[config.mk]
export PLATFORM = sky130hd
export DESIGN_NAME = tcam
export DESIGN_NICKNAME = d
export VERILOG_FILES = /design/src/rtl/tcam_pkg.sv /design/src/rtl/tcam_store.sv /design/src/rtl/tcam_match.sv /design/src/rtl/tcam_format.sv /design/src/rtl/tcam.sv
export SDC_FILE = /design/constraint.sdc
export NUM_CORES = 1
export LEC_CHECK = 0
export CAP_MARGIN = 20
export CORE_MARGIN = 2
export CORE_UTILIZATION = 35
export CTS_BUF_LIST = sky130_fd_sc_hd__clkbuf_8
export DETAILED_ROUTE_END_ITERATION = 6
export DONT_BUFFER_PORTS = 1
export PLACE_DENSITY_LB_ADDON = 0.05
export SYNTH_ARGS = -nofsm -noshare
export SYNTH_HDL_FRONTEND = slang
export SYNTH_SLANG_ARGS = --single-unit
[constraint.sdc]
create_clock -name clk -period 2.51 [get_ports clk]
set_clock_uncertainty 0.2 [all_clocks]
set_input_delay 0.251 -clock clk [delete_from_list [all_inputs] [get_ports clk]]
set_output_delay 0.251 -clock clk [all_outputs]
set_load 0.05 [all_outputs]
[src/rtl/tcam_pkg.sv]
package tcam_pkg;

    typedef enum logic [1:0] {
        FMT_ENCODED = 2'd0,
        FMT_ONEHOT  = 2'd1,
        FMT_MULTI   = 2'd2
    } fmt_e;

    function automatic int addr_bits(input int depth);
        return (depth > 1) ? $clog2(depth) : 1;
    endfunction

endpackage

[src/rtl/tcam_store.sv]
module tcam_store #(
    parameter int                      WIDTH     = 8,
    parameter int                      DEPTH     = 8,
    parameter int                      AW        = 3,
    parameter logic [DEPTH*WIDTH-1:0]  INIT_DATA = '0,
    parameter logic [DEPTH*WIDTH-1:0]  INIT_CARE = '0,
    parameter logic [DEPTH-1:0]        INIT_LIVE = '0
) (
    input  logic                          clk,
    input  logic                          rst_n,
    input  logic                          wr_en,
    input  logic [AW-1:0]                 wr_addr,
    input  logic [WIDTH-1:0]              wr_data,
    input  logic [WIDTH-1:0]              wr_care,
    input  logic                          wr_live,
    output logic [DEPTH-1:0][WIDTH-1:0]   ent_val,
    output logic [DEPTH-1:0][WIDTH-1:0]   ent_care,
    output logic [DEPTH-1:0]              ent_live
);

    for (genvar e = 0; e < DEPTH; e++) begin : g_entry
        logic sel;
        assign sel = wr_en && (wr_addr == AW'(e));

        always_ff @(posedge clk or negedge rst_n) begin
            if (!rst_n) begin
                ent_val[e]  <= INIT_DATA[e*WIDTH +: WIDTH];
                ent_care[e] <= INIT_CARE[e*WIDTH +: WIDTH];
                ent_live[e] <= INIT_LIVE[e];
            end else if (sel) begin
                ent_val[e]  <= wr_data;
                ent_care[e] <= wr_care;
                ent_live[e] <= wr_live;
            end
        end
    end

endmodule

[src/rtl/tcam_match.sv]
module tcam_match #(
    parameter int WIDTH    = 8,
    parameter int DEPTH    = 8,
    parameter bit ENHANCED = 1'b1
) (
    input  logic [WIDTH-1:0]              key,
    input  logic [DEPTH-1:0][WIDTH-1:0]   ent_val,
    input  logic [DEPTH-1:0][WIDTH-1:0]   ent_care,
    input  logic [DEPTH-1:0]              ent_live,
    output logic [DEPTH-1:0]              hit
);

    for (genvar e = 0; e < DEPTH; e++) begin : g_cmp
        logic [WIDTH-1:0] exact_ok;
        logic [WIDTH-1:0] loose_ok;
        logic [WIDTH-1:0] bit_ok;

        assign exact_ok = ent_care[e] & ~(key ^ ent_val[e]);

        if (ENHANCED) begin : g_enh
            // care=0,value=1 is a blocker
            assign loose_ok = ~ent_care[e] & ~ent_val[e];
        end else begin : g_std
            // care=0 always a wildcard
            assign loose_ok = ~ent_care[e];
        end

        assign bit_ok = exact_ok | loose_ok;
        assign hit[e] = ent_live[e] & (&bit_ok);
    end

endmodule

[src/rtl/tcam_format.sv]
module tcam_format
    import tcam_pkg::*;
#(
    parameter int   DEPTH = 8,
    parameter int   AW    = 3,
    parameter fmt_e FMT   = FMT_ENCODED
) (
    input  logic [DEPTH-1:0] hit,
    output logic             any_hit,
    output logic [AW-1:0]    addr,
    output logic [DEPTH-1:0] vec
);

    assign any_hit = |hit;

    if (FMT == FMT_ENCODED) begin : g_enc
        always_comb begin
            addr = '0;
            for (int i = DEPTH - 1; i >= 0; i--) begin
                if (hit[i]) addr = AW'(i);
            end
        end
        assign vec = '0;
    end else if (FMT == FMT_ONEHOT) begin : g_oh
        logic [DEPTH-1:0] lowest;
        assign lowest = hit & (~hit + DEPTH'(1));
        for (genvar i = 0; i < DEPTH; i++) begin : g_rev
            assign vec[DEPTH-1-i] = lowest[i];
        end
        assign addr = '0;
    end else begin : g_multi
        for (genvar i = 0; i < DEPTH; i++) begin : g_rev
            assign vec[DEPTH-1-i] = hit[i];
        end
        assign addr = '0;
    end

endmodule

[src/rtl/tcam.sv]
module tcam
    import tcam_pkg::*;
#(
    parameter int                      WIDTH     = 8,
    parameter int                      DEPTH     = 8,
    parameter bit                      ENHANCED  = 1'b1,
    parameter fmt_e                    FMT       = FMT_ENCODED,
    parameter logic [DEPTH*WIDTH-1:0]  INIT_DATA = '0,
    parameter logic [DEPTH*WIDTH-1:0]  INIT_CARE = '0,
    parameter logic [DEPTH-1:0]        INIT_LIVE = '0,
    localparam int                     AW        = addr_bits(DEPTH)
) (
    input  logic             clk,
    input  logic             rst_n,
    input  logic             wr_en,
    input  logic [AW-1:0]    wr_addr,
    input  logic [WIDTH-1:0] wr_data,
    input  logic [WIDTH-1:0] wr_care,
    input  logic             wr_live,
    input  logic             srch_en,
    input  logic [WIDTH-1:0] srch_key,
    output logic             res_valid,
    output logic             res_hit,
    output logic [AW-1:0]    res_addr,
    output logic [DEPTH-1:0] res_vec
);

    logic [DEPTH-1:0][WIDTH-1:0] ent_val;
    logic [DEPTH-1:0][WIDTH-1:0] ent_care;
    logic [DEPTH-1:0]            ent_live;
    logic [DEPTH-1:0]            hit;
    logic                        nx_hit;
    logic [AW-1:0]               nx_addr;
    logic [DEPTH-1:0]            nx_vec;

    tcam_store #(
        .WIDTH     (WIDTH),
        .DEPTH     (DEPTH),
        .AW        (AW),
        .INIT_DATA (INIT_DATA),
        .INIT_CARE (INIT_CARE),
        .INIT_LIVE (INIT_LIVE)
    ) u_store (
        .clk      (clk),
        .rst_n    (rst_n),
        .wr_en    (wr_en),
        .wr_addr  (wr_addr),
        .wr_data  (wr_data),
        .wr_care  (wr_care),
        .wr_live  (wr_live),
        .ent_val  (ent_val),
        .ent_care (ent_care),
        .ent_live (ent_live)
    );

    tcam_match #(
        .WIDTH    (WIDTH),
        .DEPTH    (DEPTH),
        .ENHANCED (ENHANCED)
    ) u_match (
        .key      (srch_key),
        .ent_val  (ent_val),
        .ent_care (ent_care),
        .ent_live (ent_live),
        .hit      (hit)
    );

    tcam_format #(
        .DEPTH (DEPTH),
        .AW    (AW),
        .FMT   (FMT)
    ) u_fmt (
        .hit     (hit),
        .any_hit (nx_hit),
        .addr    (nx_addr),
        .vec     (nx_vec)
    );

    always_ff @(posedge clk or negedge rst_n) begin
        if (!rst_n) begin
            res_valid <= 1'b0;
            res_hit   <= 1'b0;
            res_addr  <= '0;
            res_vec   <= '0;
        end else begin
            res_valid <= srch_en;
            if (srch_en) begin
                res_hit  <= nx_hit;
                res_addr <= nx_addr;
                res_vec  <= nx_vec;
            end
        end
    end

endmodule

==> metrics.cfg <==
[power_and_ir_drop]
powerDensity_mw_per_mm2=837
leakagePower_uw=0.00314
p_total_uw=6180
peakVddDrop_mv=0.316

[global_routing]
grt_antenna_before_repair=0
grt_use_total_pct=17.8
grt_max_degree=142
grt_pass1_vias=4239
grtUsageMet1_pct=25.1
grt_use_met2_pct=26.8
grt.busiest_layer=met2
gr-total-overflow=0
grt_pass1_wl_um=25900
grt_util_met3_pct=4.89

[setup_path]
crit_path_max_fanout=3
slowest_stage=nor4_1
critical_path_class=reg2reg
ff2ff_setup_slack_ps=300
cp.arrival_ps=2320
crit_required_ps=2630
crit_chain=a21oi_1 -> o22ai_1 -> nor4_1 -> nand2_1 -> o2111ai_1 -> o221ai_1
reg2reg_to=res_addr[1]
critPathMaxStageDelay_ps=680
startpoint_type=flop
ff2ff_path_depth=6
end_kind=flop
timing.rr.start=u_store.ent_care[3]

[logic_synthesis]
synth_top_area_share_pct=53.2
synth.cells.most_frequent=dfrtp_1 (141), mux2_2 (136), nand2_1 (54)
synth_cell_type_count=50
synth_ff_type=dfrtp_1
async_flop_share_pct=100
avgSynthCellArea_um2=12.8
synth.area.top_cells=dfrtp_1 (53%), mux2_2 (23%), xor2_1 (4.2%), nand2_1 (3.1%), xnor2_1 (1.7%)
yosysMostFrequentCell=dfrtp_1
syn_area_mm2=0.00663
yosysTopAreaCell=dfrtp_1
yosysWarnings=0
syn_inst=517
synth-seq-cells=141
synth_edf_count=0
ys_seq_area_share_pct=53.2

[finish]
fin_cells=788
syn_to_final_growth_pct=11.5
n_antenna_cell=0
nNetsFinal=573
drive_gt1_share_pct=34.1

[die]
die_height_um=142
die_x_um=142
coreArea_mm2=0.0186
rows=50
die_area_mm2=0.0200
ios=45
start_util_pct=35.5

[route]
via_count=4055
firstDrtPassIters=4
wl_per_cell_um=21.3
viasPerCell=5.15
drc=0
drt_iter0_drc=179
ant_nets=0
wl_um=16800

[timing]
worst_slew_pin_slew_ps=734
max-slew-margin-rel_pct=50.6
holdWs_ps=-712
max_freq_mhz=453
tns_ps=0
hold_violations=141
period_share_pct=87.9
finalSetupViolCount=0
maxSlewViolCount=0
rsz0062_at_grt=no
min_period_ps=2210
setup_slack_ps=304

[placed_design]
port_buffers=0
place.gp.congestion=0.724
place_inst=738
dpl_worst_slack_ps=444
place_hpwl_um=11100

[clock_network]
clkLatencyLatePin_ps=450
clk_pin_slew_ps=80
clock-root-buffer=clkbuf_8
cts.htree.levels=4
cts_hold_buf=18
numCtsBuffers=17
postCtsSetupBuffers=0
cts_buffer_depth=2
cts_tree=done
cts.sinks=141

[flow_run]
cap_violations=0

[status]
failed_checks=negative hold slack
status=finished with violations

[hold_path]
hold_path_class=in2async

layout make-up:
cell class              count  area (um^2)
fillers                  1790        11300
flip-flops and latches    141         3530
multi-input cells         354         2920
well taps                 234          293
clock buffers              21          289
repair buffers             26          240
clock inverters            11          115
inverters                   1         3.75
worst max-delay path by stage:
| stage | startpoint | end | slack (ps) | cells after the start |
|---|---|---|---|---|
| 2_1_floorplan | wr_addr[2] | u_store.ent_care[16] | 660 | 5 |
| 3_3_place_gp | u_store.ent_care[3] | res_addr[1] | 440 | 6 |
| 3_5_place_dp | u_store.ent_care[1] | res_addr[1] | 440 | 6 |
| 4_1_cts | u_store.ent_care[1] | res_addr[1] | 410 | 6 |
| 5_1_grt | u_store.ent_care[3] | res_addr[1] | 200 | 6 |
| 6_report | u_store.ent_care[3] | res_addr[1] | 300 | 6 |
repair_timing:
item,CTS,global route
setup endpoints to repair,0,0
gates resized for setup,0,0
endpoints found under the hold margin,282,141
logic make-up after synthesis:
logic type,share of synthesized area (%)
AOI/OAI and AO/OA,4.34
buffers and inverters,3.19
muxes,23.3
other,0.0566
and+or+nand+nor,9.95
DFF,53.2
xor gates and xnor gates,5.95
cells in the final DEF, fill, tap and decap left out, types with 2 or more instances in the layout:
master / Yosys / final
and3_1: 15 / 15
o21ai_0: 5 / 5
mux2_2: 136 / 136
nor3_1: 3 / 3
a21oi_1: 16 / 16
nor4_1: 6 / 6
o22a_1: 3 / 3
clkinvlp_4: 0 / 4
conb_1: 1 / 8
dlygate4sd3_1: 0 / 18
nand3_1: 6 / 6
xor2_1: 32 / 32
and3_2: 2 / 2
clkbuf_8: 0 / 21
nand2_1: 54 / 54
clkinv_2: 0 / 5
bufinv_16: 0 / 2
o2111ai_1: 3 / 3
buf_4: 10 / 8
nor2_1: 6 / 6
xnor2_1: 13 / 13
nand4_1: 5 / 5
and3b_1: 3 / 3
and4_1: 2 / 2
dfrtp_1: 141 / 141
nand2_2: 2 / 2
nand2b_1: 4 / 4
o22ai_1: 3 / 3
nand4b_1: 3 / 3
a31oi_1: 2 / 2
per-layer routing:
layer | vias to the layer above | share of wire [%]
met5 | - | 0
met4 | 0 | 1.3
met3 | 17 | 5.0
met2 | 73 | 45
met1 | 2090 | 49
li1 | 1875 | -
critical path, delay by kind of cell (launching register included):
| family | cells | cell delay [ps] |
|---|---|---|
| AND/OR/NAND/NOR | 2 | 880 |
| AO/OA/AOI/OAI | 4 | 600 |
| flip-flops | 1 | 390 |
power breakdown:
group          leakage [uW]  internal, uW  total [uW]  switching (uW)
Clock              0.000199           979        1870             891
Sequential          0.00170          2760        3090             327
Combinational       0.00124           647        1220             575
Total               0.00314          4390        6180            1790
state kept, by name (all words and copies together) (netlist names):
register and cells:
u_store.ent_val 64, res_valid 1, u_store.ent_care 64, res_hit 1
u_store.ent_live 8, res_addr 3
per-stage QoR:
stage | cell area (um^2) | hold WS (ps) | util (%)
after floorplan | 6650 | -245 | -
after global placement | 6800 | -239 | 36.5
after detailed placement | 6800 | -240 | 36.5
after CTS | 7390 | -743 | 39.6
after global routing | 7390 | -753 | 39.6
final | 7390 | -712 | 39.6
No activity file was read; power rests on OpenSTA's default activity.
